File: src/rtl/mbuf_pkg.sv
package mbuf_pkg;
   localparam logic [1:0] CMD_READ      = 2'd0;
   localparam logic [1:0] CMD_WRITE     = 2'd1;
   localparam logic [1:0] CMD_WRITEBACK = 2'd2;
   localparam logic [1:0] CMD_FILL      = 2'd3;
   localparam logic       SLOT_MISS     = 1'b0;
   localparam logic       SLOT_WB       = 1'b1;
   localparam int         NUM_SLOTS     = 2;
endpackage

File: src/rtl/mbuf_slot.sv
module mbuf_slot #(
   parameter int ADDR_W = 32,
   parameter int LINE_W = 64,
   parameter int THR_W  = 2
) (
   input  logic              clk,
   input  logic              rst,
   input  logic              alloc_i,
   input  logic [ADDR_W-1:0] a_addr_i,
   input  logic [1:0]        a_cmd_i,
   input  logic              a_fill_i,
   input  logic              a_need_i,
   input  logic [THR_W-1:0]  a_thread_i,
   input  logic              a_comp_i,
   input  logic [LINE_W-1:0] a_data_i,
   input  logic              issue_i,
   input  logic              resp_free_i,
   input  logic              squash_hit_i,
   output logic              valid_o,
   output logic              insvc_o,
   output logic              blocked_o,
   output logic              busreq_o,
   output logic [ADDR_W-1:0] addr_o,
   output logic [1:0]        cmd_o,
   output logic              fill_o,
   output logic              need_o,
   output logic              has_tgt_o,
   output logic [THR_W-1:0]  thread_o,
   output logic              comp_o,
   output logic [LINE_W-1:0] data_o
);
   logic valid_q, insvc_q, blocked_q, busreq_q, tgt_q, need_q;

   always_ff @(posedge clk) begin
      if (rst) begin
         valid_q   <= 1'b0;
         insvc_q   <= 1'b0;
         blocked_q <= 1'b0;
         busreq_q  <= 1'b0;
         tgt_q     <= 1'b0;
      end else if (alloc_i) begin
         valid_q   <= 1'b1;
         insvc_q   <= 1'b0;
         blocked_q <= 1'b1;
         busreq_q  <= 1'b1;
         tgt_q     <= a_need_i;
      end else begin
         if (issue_i) begin
            busreq_q <= 1'b0;
            if (need_q) begin
               insvc_q <= 1'b1;
            end else begin
               valid_q   <= 1'b0;
               blocked_q <= 1'b0;
            end
         end
         if (resp_free_i) begin
            valid_q   <= 1'b0;
            insvc_q   <= 1'b0;
            blocked_q <= 1'b0;
            tgt_q     <= 1'b0;
         end
         if (squash_hit_i) begin
            tgt_q <= 1'b0;
            if (!insvc_q && !issue_i) begin
               valid_q   <= 1'b0;
               blocked_q <= 1'b0;
               busreq_q  <= 1'b0;
            end
         end
      end
   end

   // payload is only meaningful while valid, so it carries no reset
   always_ff @(posedge clk) begin
      if (alloc_i) begin
         addr_o   <= a_addr_i;
         cmd_o    <= a_cmd_i;
         fill_o   <= a_fill_i;
         need_q   <= a_need_i;
         thread_o <= a_thread_i;
         comp_o   <= a_comp_i;
         data_o   <= a_data_i;
      end
   end

   assign valid_o   = valid_q;
   assign insvc_o   = insvc_q;
   assign blocked_o = blocked_q;
   assign busreq_o  = busreq_q;
   assign has_tgt_o = tgt_q;
   assign need_o    = need_q;
endmodule

File: src/rtl/mbuf_arb.sv
module mbuf_arb
   import mbuf_pkg::*;
#(
   parameter int ADDR_W = 32,
   parameter int LINE_W = 64
) (
   input  logic              miss_valid_i,
   input  logic              miss_insvc_i,
   input  logic              busreq_i [NUM_SLOTS],
   input  logic [ADDR_W-1:0] addr_i   [NUM_SLOTS],
   input  logic [1:0]        cmd_i    [NUM_SLOTS],
   input  logic              fill_i   [NUM_SLOTS],
   input  logic              need_i   [NUM_SLOTS],
   input  logic              comp_i   [NUM_SLOTS],
   input  logic [LINE_W-1:0] data_i   [NUM_SLOTS],
   input  logic              bus_issue_i,
   output logic              bus_valid_o,
   output logic              bus_sel_o,
   output logic [ADDR_W-1:0] bus_addr_o,
   output logic [1:0]        bus_cmd_o,
   output logic              bus_need_o,
   output logic              bus_comp_o,
   output logic [LINE_W-1:0] bus_data_o,
   output logic              issue_o  [NUM_SLOTS]
);
   logic sel;

   always_comb begin
      sel         = (miss_valid_i && !miss_insvc_i) ? SLOT_MISS : SLOT_WB;
      bus_sel_o   = sel;
      bus_valid_o = busreq_i[sel];
      bus_addr_o  = addr_i[sel];
      bus_cmd_o   = fill_i[sel] ? CMD_FILL : cmd_i[sel];
      bus_need_o  = need_i[sel];
      bus_comp_o  = comp_i[sel];
      bus_data_o  = data_i[sel];
      for (int i = 0; i < NUM_SLOTS; i++) begin
         issue_o[i] = bus_issue_i && bus_valid_o && (sel == 1'(i));
      end
   end
endmodule

File: src/rtl/mbuf_resp.sv
module mbuf_resp
   import mbuf_pkg::*;
#(
   parameter int LINE_W = 64,
   parameter int THR_W  = 2
) (
   input  logic              resp_valid_i,
   input  logic              resp_tag_i,
   input  logic [LINE_W-1:0] resp_data_i,
   input  logic              valid_i   [NUM_SLOTS],
   input  logic              insvc_i   [NUM_SLOTS],
   input  logic              fill_i    [NUM_SLOTS],
   input  logic              has_tgt_i [NUM_SLOTS],
   input  logic [THR_W-1:0]  thread_i  [NUM_SLOTS],
   input  logic [1:0]        cmd_i     [NUM_SLOTS],
   output logic              free_o    [NUM_SLOTS],
   output logic              tgt_valid_o,
   output logic [THR_W-1:0]  tgt_thread_o,
   output logic [1:0]        tgt_cmd_o,
   output logic [LINE_W-1:0] tgt_data_o
);
   logic hit;

   always_comb begin
      hit          = resp_valid_i && valid_i[resp_tag_i] && insvc_i[resp_tag_i];
      tgt_valid_o  = hit && !fill_i[resp_tag_i] && has_tgt_i[resp_tag_i];
      tgt_thread_o = thread_i[resp_tag_i];
      tgt_cmd_o    = cmd_i[resp_tag_i];
      tgt_data_o   = (tgt_valid_o && cmd_i[resp_tag_i] == CMD_READ) ? resp_data_i : '0;
      for (int i = 0; i < NUM_SLOTS; i++) begin
         free_o[i] = hit && (resp_tag_i == 1'(i));
      end
   end
endmodule

File: src/rtl/blk_miss_buffer.sv
module blk_miss_buffer
   import mbuf_pkg::*;
#(
   parameter int ADDR_W       = 32,
   parameter int LINE_BYTES   = 16,
   parameter int LINE_W       = 64,
   parameter int THR_W        = 2,
   parameter int CNT_W        = 8,
   parameter bit CNT_SATURATE = 1'b0
) (
   input  logic              clk,
   input  logic              rst,
   input  logic              cfg_wr_alloc,
   input  logic              req_valid,
   input  logic [ADDR_W-1:0] req_addr,
   input  logic              req_write,
   input  logic              req_uncached,
   input  logic              req_need_resp,
   input  logic [THR_W-1:0]  req_thread,
   input  logic [LINE_W-1:0] req_data,
   output logic              req_stall,
   input  logic              evict_valid,
   input  logic [ADDR_W-1:0] evict_addr,
   input  logic [LINE_W-1:0] evict_data,
   input  logic              evict_compressed,
   output logic              evict_stall,
   input  logic              squash_valid,
   input  logic [THR_W-1:0]  squash_thread,
   output logic              blk_no_miss,
   output logic              blk_no_wb,
   output logic              busreq_miss,
   output logic              busreq_wb,
   output logic              bus_valid,
   output logic              bus_sel,
   output logic [ADDR_W-1:0] bus_addr,
   output logic [1:0]        bus_cmd,
   output logic              bus_need_resp,
   output logic              bus_compressed,
   output logic [LINE_W-1:0] bus_data,
   input  logic              bus_issue,
   input  logic              resp_valid,
   input  logic              resp_tag,
   input  logic [LINE_W-1:0] resp_data,
   output logic              tgt_valid,
   output logic [THR_W-1:0]  tgt_thread,
   output logic [1:0]        tgt_cmd,
   output logic [LINE_W-1:0] tgt_data,
   output logic [CNT_W-1:0]  wb_count
);
   localparam logic [ADDR_W-1:0] OFF_MASK = ADDR_W'(LINE_BYTES - 1);

   if (LINE_BYTES < 2 || (LINE_BYTES & (LINE_BYTES - 1)) != 0) begin : g_bad_line
      $error("LINE_BYTES must be a power of two of at least 2");
   end
   if (ADDR_W < 2 || LINE_W < 1 || THR_W < 1 || CNT_W < 1) begin : g_bad_width
      $error("widths must be positive");
   end

   // per-slot state
   logic              s_alloc  [NUM_SLOTS];
   logic [ADDR_W-1:0] s_a_addr [NUM_SLOTS];
   logic [1:0]        s_a_cmd  [NUM_SLOTS];
   logic              s_a_fill [NUM_SLOTS];
   logic              s_a_need [NUM_SLOTS];
   logic [THR_W-1:0]  s_a_thr  [NUM_SLOTS];
   logic              s_a_comp [NUM_SLOTS];
   logic [LINE_W-1:0] s_a_data [NUM_SLOTS];
   logic              s_issue  [NUM_SLOTS];
   logic              s_free   [NUM_SLOTS];
   logic              s_squash [NUM_SLOTS];
   logic              s_valid  [NUM_SLOTS];
   logic              s_insvc  [NUM_SLOTS];
   logic              s_block  [NUM_SLOTS];
   logic              s_busreq [NUM_SLOTS];
   logic [ADDR_W-1:0] s_addr   [NUM_SLOTS];
   logic [1:0]        s_cmd    [NUM_SLOTS];
   logic              s_fill   [NUM_SLOTS];
   logic              s_need   [NUM_SLOTS];
   logic              s_tgt    [NUM_SLOTS];
   logic [THR_W-1:0]  s_thread [NUM_SLOTS];
   logic              s_comp   [NUM_SLOTS];
   logic [LINE_W-1:0] s_data   [NUM_SLOTS];

   logic              to_wb, req_acc, evict_acc, wb_from_req;
   logic [ADDR_W-1:0] req_line, evict_line;
   logic [THR_W-1:0]  miss_thread;

   // request sorting and admission
   always_comb begin
      to_wb       = req_write && (req_uncached || !cfg_wr_alloc || !req_need_resp);
      req_stall   = to_wb ? s_valid[SLOT_WB] : s_valid[SLOT_MISS];
      req_acc     = req_valid && !req_stall;
      wb_from_req = req_acc && to_wb;
      evict_stall = s_valid[SLOT_WB] || (req_valid && to_wb);
      evict_acc   = evict_valid && !evict_stall;
      req_line    = req_addr & ~OFF_MASK;
      evict_line  = evict_addr & ~OFF_MASK;
   end

   always_comb begin
      s_alloc[SLOT_MISS]  = req_acc && !to_wb;
      s_a_addr[SLOT_MISS] = req_line;
      s_a_cmd[SLOT_MISS]  = req_write ? CMD_WRITE : CMD_READ;
      s_a_fill[SLOT_MISS] = !req_uncached;
      s_a_need[SLOT_MISS] = req_need_resp;
      s_a_thr[SLOT_MISS]  = req_thread;
      s_a_comp[SLOT_MISS] = 1'b0;
      s_a_data[SLOT_MISS] = req_data;

      s_alloc[SLOT_WB]  = wb_from_req || evict_acc;
      s_a_addr[SLOT_WB] = wb_from_req ? req_line : evict_line;
      s_a_cmd[SLOT_WB]  = wb_from_req ? CMD_WRITE : CMD_WRITEBACK;
      s_a_fill[SLOT_WB] = 1'b0;
      s_a_need[SLOT_WB] = wb_from_req && req_need_resp;
      s_a_thr[SLOT_WB]  = wb_from_req ? req_thread : '0;
      s_a_comp[SLOT_WB] = !wb_from_req && evict_compressed;
      s_a_data[SLOT_WB] = wb_from_req ? req_data : evict_data;

      s_squash[SLOT_MISS] = squash_valid && s_valid[SLOT_MISS]
                            && (s_thread[SLOT_MISS] == squash_thread);
      s_squash[SLOT_WB]   = 1'b0;
   end

   for (genvar g = 0; g < NUM_SLOTS; g++) begin : g_slot
      mbuf_slot #(.ADDR_W(ADDR_W), .LINE_W(LINE_W), .THR_W(THR_W)) slot_i (
         .clk         (clk),
         .rst         (rst),
         .alloc_i     (s_alloc[g]),
         .a_addr_i    (s_a_addr[g]),
         .a_cmd_i     (s_a_cmd[g]),
         .a_fill_i    (s_a_fill[g]),
         .a_need_i    (s_a_need[g]),
         .a_thread_i  (s_a_thr[g]),
         .a_comp_i    (s_a_comp[g]),
         .a_data_i    (s_a_data[g]),
         .issue_i     (s_issue[g]),
         .resp_free_i (s_free[g]),
         .squash_hit_i(s_squash[g]),
         .valid_o     (s_valid[g]),
         .insvc_o     (s_insvc[g]),
         .blocked_o   (s_block[g]),
         .busreq_o    (s_busreq[g]),
         .addr_o      (s_addr[g]),
         .cmd_o       (s_cmd[g]),
         .fill_o      (s_fill[g]),
         .need_o      (s_need[g]),
         .has_tgt_o   (s_tgt[g]),
         .thread_o    (s_thread[g]),
         .comp_o      (s_comp[g]),
         .data_o      (s_data[g])
      );
   end

   mbuf_arb #(.ADDR_W(ADDR_W), .LINE_W(LINE_W)) arb_i (
      .miss_valid_i(s_valid[SLOT_MISS]),
      .miss_insvc_i(s_insvc[SLOT_MISS]),
      .busreq_i    (s_busreq),
      .addr_i      (s_addr),
      .cmd_i       (s_cmd),
      .fill_i      (s_fill),
      .need_i      (s_need),
      .comp_i      (s_comp),
      .data_i      (s_data),
      .bus_issue_i (bus_issue),
      .bus_valid_o (bus_valid),
      .bus_sel_o   (bus_sel),
      .bus_addr_o  (bus_addr),
      .bus_cmd_o   (bus_cmd),
      .bus_need_o  (bus_need_resp),
      .bus_comp_o  (bus_compressed),
      .bus_data_o  (bus_data),
      .issue_o     (s_issue)
   );

   mbuf_resp #(.LINE_W(LINE_W), .THR_W(THR_W)) resp_i (
      .resp_valid_i(resp_valid),
      .resp_tag_i  (resp_tag),
      .resp_data_i (resp_data),
      .valid_i     (s_valid),
      .insvc_i     (s_insvc),
      .fill_i      (s_fill),
      .has_tgt_i   (s_tgt),
      .thread_i    (s_thread),
      .cmd_i       (s_cmd),
      .free_o      (s_free),
      .tgt_valid_o (tgt_valid),
      .tgt_thread_o(tgt_thread),
      .tgt_cmd_o   (tgt_cmd),
      .tgt_data_o  (tgt_data)
   );

   if (CNT_SATURATE) begin : g_cnt_sat
      always_ff @(posedge clk) begin
         if (rst) wb_count <= '0;
         else if (evict_acc && !(&wb_count)) wb_count <= wb_count + 1'b1;
      end
   end else begin : g_cnt_wrap
      always_ff @(posedge clk) begin
         if (rst) wb_count <= '0;
         else if (evict_acc) wb_count <= wb_count + 1'b1;
      end
   end

   assign blk_no_miss = s_block[SLOT_MISS];
   assign blk_no_wb   = s_block[SLOT_WB];
   assign busreq_miss = s_busreq[SLOT_MISS];
   assign busreq_wb   = s_busreq[SLOT_WB];
   assign miss_thread = s_thread[SLOT_MISS];
endmodule

File: config.mk
export PLATFORM = sky130hd
export DESIGN_NAME = blk_miss_buffer
export DESIGN_NICKNAME = d
export VERILOG_FILES = /design/src/rtl/mbuf_pkg.sv /design/src/rtl/mbuf_slot.sv /design/src/rtl/mbuf_arb.sv /design/src/rtl/mbuf_resp.sv /design/src/rtl/blk_miss_buffer.sv
export SDC_FILE = /design/constraint.sdc
export NUM_CORES = 1
export LEC_CHECK = 0
export BUFFER_PORTS_ARGS = -buffer_cell sky130_fd_sc_hd__buf_2
export CORE_AREA = 3 3 176 178
export CTS_BUF_LIST = sky130_fd_sc_hd__clkbuf_8
export CTS_CLUSTER_SIZE = 30
export DETAILED_ROUTE_END_ITERATION = 10
export DIE_AREA = 0 0 179 181
export PLACE_DENSITY = 0.73
export SYNTH_ARGS = -nofsm -noshare
export SYNTH_HDL_FRONTEND = slang
export SYNTH_HIERARCHICAL = 1
export SYNTH_SLANG_ARGS = --single-unit
File: constraint.sdc
create_clock -name clk -period 10.2 [get_ports clk]
set_input_delay 0.51 -clock clk [delete_from_list [all_inputs] [get_ports clk]]
set_output_delay 0.51 -clock clk [all_outputs]
set_load 0.005 [all_outputs]
* Word-level counts from Yosys, hierarchy flattened
Cells that the tools add are included.
** Word-level totals
- Register bits :: 217
- Input port bits :: 273
- Output and inout bits :: 185
- Logic and storage cells :: 150
** Operators by class
- Add/subtract/negate cells :: 1
- Order comparisons :: 2
- Eq/ne operators :: 2
- Muxes and demuxes :: 74
- Bitwise gates (word level) :: 3
- Reduce and logical (&&, ||, !) cells :: 46
** Operators by type and width (number)
- $mux W64 :: 5
- $mux W32 :: 4
- $mux W1 :: 54
- $logic_and A1 B1 Y1 :: 22
- $mux W2 :: 11
- $logic_not A1 Y1 :: 10
- $add A8 B1 Y8 const B :: 1
- $reduce_and A2 Y1 :: 3
- $reduce_bool A3 Y1 :: 2
- $reduce_or A3 Y1 :: 2
- $ge A2 B2 Y1 const B :: 2
- $logic_or A1 B1 Y1 :: 4
- $not A1 Y2 :: 2
- $reduce_bool A2 Y1 :: 2
- $ne A3 B1 Y1 const B :: 1
- $eq A2 B2 Y1 :: 1
- $logic_not A2 Y1 :: 1
- $not A1 Y1 :: 1

* Longest topological paths before layout
Gate-level depths: netlist of run 1.
- Depth after elaboration :: 14
- Depth in mapped cells :: 8
- Mapped depth without buffers :: 6

* Cells and area by module
Netlist of run 1, hierarchy kept.
** Modules (own cells, without submodules)
- mbuf_slot :: instances 2, cells an instance 123, area an instance 3284.4 um^2, sequential area each 3193.1 um^2
- blk_miss_buffer :: instances 1, cells an instance 164, area an instance 1602.8 um^2, sequential area each 160.2 um^2
- mbuf_arb :: instances 1, cells an instance 121, area an instance 1493.9 um^2, sequential area each 0.0 um^2
- mbuf_resp :: instances 1, cells an instance 89, area an instance 624.3 um^2, sequential area each 0.0 um^2

* Least setup slack after synthesis of run 1
OpenSTA, ideal clock, no wires.
- Path kind :: input to register
- From :: input port req_uncached
- To :: register g_slot[1].slot_i.addr_o[0], enable pin
- Setup time :: 0.607 ns
- Arrival time :: 5.953 ns
- Required time :: 9.593 ns
- Path slack :: 3.640 ns
- Stages :: 3
- Path buffers :: 0
- Cell sequence :: nand3b_4 nand3_1 a21oi_1
** RTL lines
- start: declaration :: line blk_miss_buffer.sv:17 : input logic req_uncached,
- end signal: assignment :: line mbuf_slot.sv:77 : addr_o <= a_addr_i;
- end: declaration :: line mbuf_slot.sv:23 : output logic [ADDR_W-1:0] addr_o,

* Final worst setup path of run 1
- From :: register g_slot[0].slot_i.valid_q
- To :: output port bus_data[63]
** On the way
- Word-level cells in the longest chain between the ends :: 6
** RTL lines
- start: declaration :: line mbuf_slot.sv:32 : logic valid_q, insvc_q, blocked_q, busreq_q, tgt_q, need_q;
- start signal: assignment :: line mbuf_slot.sv:36 : valid_q <= 1'b0;
- start signal: assignment :: line mbuf_slot.sv:42 : valid_q <= 1'b1;
- start signal: assignment :: line mbuf_slot.sv:53 : valid_q <= 1'b0;
- $logic_and A1 B1 Y1 :: line mbuf_arb.sv:29 : sel = (miss_valid_i && !miss_insvc_i) ? SLOT_MISS : SLOT_WB;
- $mux W1 :: line mbuf_arb.sv:29
- $not A1 Y2 (implied by the code) :: line mbuf_arb.sv:36 : bus_data_o = data_i[sel];
- $mux W64 (implied by the code) (3 in series) :: line mbuf_arb.sv:36
- end: declaration :: line blk_miss_buffer.sv:39 : output logic [LINE_W-1:0] bus_data,
No other way between the ends. The select of a mux whose other input is x is not followed.

==> results_dict.tcl, run 1 <==
set metrics [dict create \
    cts_tree "yes" \
    groute.layer.met3.usage 0.04939 \
    first_global_vias 7217 \
    grtUsageTotal 0.1599 \
    min_period_over_period 0.3531 \
    antenna_found_initial 2 \
    critPathBufInv 2 \
    p_sw_frac 0.2447 \
    synth_cell_type_count 46 \
    place_inst 1441 \
    power_leakage_nw 6.227 \
    dieHeight_um 181 \
    dieArea_um2 32400 \
    setup_ws_ns 6.599 \
    row_count 63 \
    cellPowerDensity_nw_per_um2 162.8 \
    worstSetupEndpointType "output pin" \
    p_clk_frac 0.341 \
    rsz0062_at_grt "no" \
    cts.sinks 224 \
    cts_setup_buffers 0 \
    maxCapViolations 0 \
    htreeDepth 2 \
    routed_wl_um 27750 \
    routedWlPerCell_um 18.32 \
    worst-r2r-cell-count 5 \
    yosys_register_bits 224 \
    whs_path_depth 1 \
    vias_per_cell 4.675 \
    r2r_end "g_slot[0].slot_i/blocked_o$_SDFF_PP0_" \
    ys_warn_count 6 \
    p_switching_mw 0.5418 \
    async_reset_ff_frac 0 \
    fp.coreArea_um2 29560 \
    ir_drop_v 0.0001069 \
    num_vias 7082 \
    grt_max_degree 66 \
    worst_pin_slew_ns 0.9763 \
    finalClockSkew_ns 0.01807 \
    fin_setup_tns_ns 0 \
    first_pass_iters 4 \
    total_power_mw 2.214 \
    die_w_um 179 \
    final_layout_size_suffix_gt1_frac 0.6278 \
    cts.repair.resized 0 \
    comb_power_share 0.156 \
    setup_violations 0 \
    slowest_stage "buf_4" \
    ios 458 \
    synth_top_area_cell "edfxtp_1" \
    drc 0 \
    syn-instance-count 620 \
    insertion_delay_ns 0.54 \
    worst_slew_margin_rel 0.3491 \
    sequentialPowerShare 0.503 \
    final_cell_count_no_fill 1515 \
    slew_viol_final 0 \
    path_cells "nand2b_4 -> buf_4 -> mux2_2 -> buf_2" \
    r2r_slack_ns 7.49 \
    gp_congestion 0.8308 \
    post-dp-hpwl_um 20130 \
    synth_top_cells_by_area "edfxtp_1, mux2_2, mux2_4" \
    grt-busiest-layer "met2" \
    cts_hold_buf 0 \
    path_delay_family "buffers and inverters" \
    setup.worst_path.start "g_slot[0].slot_i/valid_o$_SDFF_PP0_" \
    min_period_ns 3.601 \
    whs_ns 0.1560 \
    use_met1 0.1987 \
    nets 1366 \
    design_area_um2 13600 \
    r2r-start "g_slot[0].slot_i/valid_o$_SDFF_PP0_" \
    critPathKind "reg -> out" \
    cpPeakStageDelay_ns 0.81 \
    cts_root_buf "clkbuf_8" \
    yosysTopAreaCellShare 0.6012 \
    critPathLaunchType "register" \
    grt_pass1_wl_um 40500 \
    grt.met2_usage 0.2638 \
    avgSynthCellArea_um2 16.60 \
    dpl_worst_slack_ns 7.059 \
    finalHoldViolCount 0 \
    synth_most_common_cell "edfxtp_1" \
    p_int_mw 1.672 \
    crit_required_ns 9.69 \
    ys_dominant_reg_cell "edfxtp_1" \
    cp.arrival_ns 3.09 \
    post_synth_most_frequent_cells "edfxtp_1, mux2_2, and3_1" \
    start_util 0.3481 \
    hold_path.class "in -> reg" \
    clk_path_buf_depth 3 \
    syn2layout_area_growth_pct 32.15 \
    clock.fmax_ghz 0.2777 \
    hp-start "req_thread[0]" \
    synth_edf_count 206 \
    crit_fanout 54 \
    dpl_cell_area_um2 12870 \
    syn-cell-area_um2 10290 \
    grt_overflow_total 0 \
    min_to "g_slot[0].slot_i/thread_o[0]$_DFFE_PP_" \
    cts.reportedPaths.clkPinSlew_ns 0.06 \
    antenna_left 0 \
    drt_iter0_markers 334 \
    cts_buffers 39 \
    ys_seq_area_frac 0.6362 \
    final_util 0.4600 \
    io_buffers 449 \
    status "finished, final reports clean" \
]
## placed cells by master (no fill, tap or decap), types with 3 or more instances in the layout
| master | netlist | routed |
|---|---|---|
| a21o_1 | 4 | 4 |
| a21oi_1 | 7 | 6 |
| a31oi_1 | 3 | 3 |
| and3_1 | 66 | 66 |
| buf_2 | 15 | 449 |
| buf_4 | 0 | 8 |
| clkbuf_8 | 0 | 40 |
| clkinv_1 | 0 | 9 |
| conb_1 | 1 | 13 |
| dfxtp_1 | 18 | 18 |
| edfxtp_1 | 206 | 206 |
| inv_1 | 6 | 25 |
| mux2_2 | 141 | 141 |
| mux2_4 | 55 | 55 |
| mux2i_1 | 3 | 3 |
| nand2_1 | 6 | 6 |
| nand2b_1 | 4 | 4 |
| nand3_1 | 3 | 3 |
| nor2_1 | 16 | 16 |
| nor2b_1 | 5 | 5 |
| xnor2_1 | 3 | 3 |
| xor2_1 | 3 | 3 |
## area by class of cell
cell class	count	area, um^2
timing repair buffer	457	2307
clock inverter	32	173.9
multi-input combinational	364	3505
fill	2662	15960
tap	390	488.0
sequential	224	6546
inverter	6	22.52
antenna	2	5.005
clock buffer	40	550.5
## registers in the layout, summed over array words and instances (netlist names)
signal and count:
g_slot.slot_i/insvc_o 2, g_slot.slot_i/comp_o 2, wb_count 8, g_slot.slot_i/has_tgt_o 2
g_slot.slot_i/thread_o 4, g_slot.slot_i/busreq_o 2, g_slot.slot_i/blocked_o 2, g_slot.slot_i/addr_o 64
g_slot.slot_i/valid_o 2, g_slot.slot_i/fill_o 2, g_slot.slot_i/cmd_o 4, g_slot.slot_i/need_o 2
g_slot.slot_i/data_o 128
## worst max path at each step
stage	end	slack (ns)	depth (start not counted)
2_1_floorplan	g_slot[1].slot_i/addr_o[0]$_DFFE_PP_	3.64	3
3_3_place_gp	bus_data[63]	7.07	4
3_5_place_dp	bus_data[63]	7.06	4
4_1_cts	bus_data[63]	6.46	4
5_1_grt	bus_data[63]	6.38	4
6_report	bus_data[63]	6.60	4
## routing by layer
metal  up-vias  part of all wire
met3        62             0.092
met2       287              0.48
met1      3396              0.40
li1       3337                 -
met5         -                 0
met4         0             0.028
## power groups by stage
stage               clock, mW  sequential (mW)  combinational [mW]
finish                  0.756             1.11               0.345
global route            0.832             1.12               0.378
detailed placement          0             1.13               0.351
floorplan                   0             1.13               0.196
global placement            0             1.13               0.346
CTS                     0.787             1.11               0.353
## logic make-up after synthesis
group           count (synthesis)  synth area share
flops                         224            0.6362
mux                           199            0.2375
simple gates                  121           0.07198
buf+inv                        44           0.02955
compound gates                 24           0.01812
xor+xnor                        6          0.005108
fa+ha+maj                       1          0.001216
other cells                     1         0.0003644
## worst register-to-register path, stage by stage, from the launching register on
cell and delay, ns:
dfxtp_1 0.41, nand2b_4 0.66, buf_4 0.81, nor2_1 0.25, o211a_1 0.30, a21o_1 0.18
(Power assumes the default switching activity.)
==> inputs of run 2 (changes only) <==
CORE_AREA = 3 3 177 179   (was 3 3 176 178)
DIE_AREA = 0 0 180 182   (was 0 0 179 181)
PLACE_DENSITY = 0.74   (was 0.73)
clock period = 3 ns   (was 10.2 ns; I/O delays follow)
==> run 2 against run 1 <==
Die area grew 1.1%. Clock-buffer cell count shrank 2. Largest cell class unchanged. Clock skew grew 0.0066 ns. Non-clock buffer count grew 192. Total power grew to 3.4 times the previous value. Critical path depth grew 1. Global-route usage grew 2.4 points. Sequential share of layout area shrank 6.0 points. Hold slack lost 0.11 ns.
==> results_dict.tcl, run 2 (same netlist as run 1, synthesis figures left out) <==
set metrics [dict create \
    grt_pass1_wl_um 48240 \
    routedWlPerCell_um 18.64 \
    vias_per_cell 4.711 \
    total_power_mw 7.606 \
    r2r_end "g_slot[0].slot_i/valid_o$_SDFF_PP0_" \
    cts_buffers 38 \
    dieHeight_um 182 \
    slew_viol_final 0 \
    maxCapViolations 0 \
    critPathBufInv 2 \
    syn2layout_area_growth_pct 50.81 \
    cellPowerDensity_nw_per_um2 490.1 \
    first_global_vias 8423 \
    row_count 63 \
    hp-start "rst" \
    cp.arrival_ns 2.46 \
    path_cells "and4_1 -> a32o_1 -> buf_4 -> and3_1 -> buf_2" \
    path_delay_family "simple AND/OR/NAND/NOR gates" \
    cts.repair.resized 0 \
    min_period_ns 2.607 \
    cts_tree "yes" \
    min_to "g_slot[0].slot_i/busreq_o$_SDFF_PP0_" \
    largest_register "g_slot.slot_i/data_o" \
    largest_reg_flops 128 \
    crit_fanout 65 \
    drc 0 \
    final_layout_size_suffix_gt1_frac 0.5402 \
    clock.fmax_ghz 0.3836 \
    whs_path_depth 2 \
    most-common-layout-cells "buf_2, edfxtp_1, dlygate4sd3_1" \
    reg_top3 "g_slot.slot_i/data_o (128), g_slot.slot_i/addr_o (64), wb_count (8)" \
    finalClockSkew_ns 0.02466 \
    finalHoldViolCount 0 \
    crit_required_ns 2.85 \
    status "finished, final reports clean" \
    worst-r2r-cell-count 5 \
    dieArea_um2 32760 \
    rsz0062_at_grt "no" \
    drt_iter0_markers 347 \
    antenna_found_initial 0 \
    nets 1557 \
    grt_overflow_total 0 \
    start_util 0.3463 \
    min_period_over_period 0.8690 \
    fin_setup_tns_ns 0 \
    cpPeakStageDelay_ns 0.60 \
    io_buffers 449 \
    routed_wl_um 31630 \
    ir_drop_v 0.0004546 \
    clk_path_buf_depth 3 \
    power_leakage_nw 7.005 \
    htreeDepth 2 \
    num_vias 7995 \
    setup_violations 0 \
    grt_max_degree 66 \
    first_pass_iters 5 \
    cts_setup_buffers 0 \
    critPathLaunchType "register" \
    hold_path.class "in -> reg" \
    cts_root_buf "clkbuf_8" \
    worstSetupEndpointType "output pin" \
    cp_num_cells 5 \
    cts.sinks 224 \
    ios 458 \
    grtUsageTotal 0.1839 \
    slowest_stage "dfxtp_1" \
    r2r_slack_ns 1.21 \
    post-dp-hpwl_um 20220 \
    die_w_um 180 \
    insertion_delay_ns 0.53 \
    worst_pin_slew_ns 0.6455 \
    antenna_left 0 \
    r2r-start "g_slot[0].slot_i/valid_o$_SDFF_PP0_" \
    antenna_cells 0 \
    cts.reportedPaths.clkPinSlew_ns 0.06 \
    layout_commonest_cell "buf_2" \
    critPathKind "reg -> out" \
    worst_slew_margin_rel 0.5696 \
    gp_congestion 0.8848 \
    fp.coreArea_um2 29720 \
]
==> run 2: cell count changes in the layout (fill, tap and decap cells not counted), sizes merged <==
cell	change
clkinv	+1
buf	+2
inv	-6
bufinv	-1
dlygate4sd3	+190
clkbuf	-2
diode	-2
==> run 2: area by class of cell <==
class	instances	area, um^2
clock buffers	38	523.0
well taps	390	488.0
flip-flops and latches	224	6546
inverters	6	22.52
multi-input cells	364	3505
fillers	2369	14200
clock inverters	26	122.6
repair buffers	649	4312
==> run 2: worst max-delay path by stage <==
stage,from,to
floorplan,req_uncached,g_slot[1].slot_i/has_tgt_o$_SDFFE_PP0P_
global placement,g_slot[1].slot_i/valid_o$_SDFF_PP0_,tgt_data[9]
detailed placement,g_slot[1].slot_i/valid_o$_SDFF_PP0_,tgt_data[9]
CTS,g_slot[1].slot_i/valid_o$_SDFF_PP0_,tgt_data[9]
global route,g_slot[1].slot_i/valid_o$_SDFF_PP0_,tgt_data[9]
finish,g_slot[1].slot_i/valid_o$_SDFF_PP0_,tgt_data[9]
==> run 2: power by group <==
| group | switching, mW | internal [mW] |
|---|---|---|
| sequential | 0.0870 | 3.71 |
| clock | 1.20 | 1.19 |
| combinational | 0.616 | 0.811 |
==> run 2: layer usage <==
metal / wire [um] / part of all wire / GRT usage
met1: 12950 / 0.41 / 0.2288
met2: 15990 / 0.51 / 0.3232
met3: 1957 / 0.062 / 0.03946
met4: 722 / 0.023 / 0.05322
met5: 0 / 0 / 0
==> run 2: worst reg2reg max path, delay by kind of cell (launching register included) <==
family           cells  cell delay [ns]
AO/OA/AOI/OAI        2             0.41
flip-flops           1             0.55
AND/OR/NAND/NOR      3             0.74
==> run 2: metrics by stage <==
stage          cell area [um^2]  hold slack, ns  instances  utilization  worst slack, ns
6_report                  15520         0.04868       1697       0.5222           0.3929
3_5_place_dp              12970          0.3398       1443       0.4365           0.9778
5_1_grt                   15520         0.03017       1697       0.5222           0.2229
3_3_place_gp              12970          0.3378       1443       0.4365            1.038
4_1_cts                   15520        0.008197       1697       0.5222           0.4054
2_1_floorplan             10350          0.2224        632            -           0.2697
==> run 2: repair_timing <==
action	in CTS	in global routing
hold buffers	190	0
endpoints found under the setup margin	0	0
hold endpoints to repair	193	0
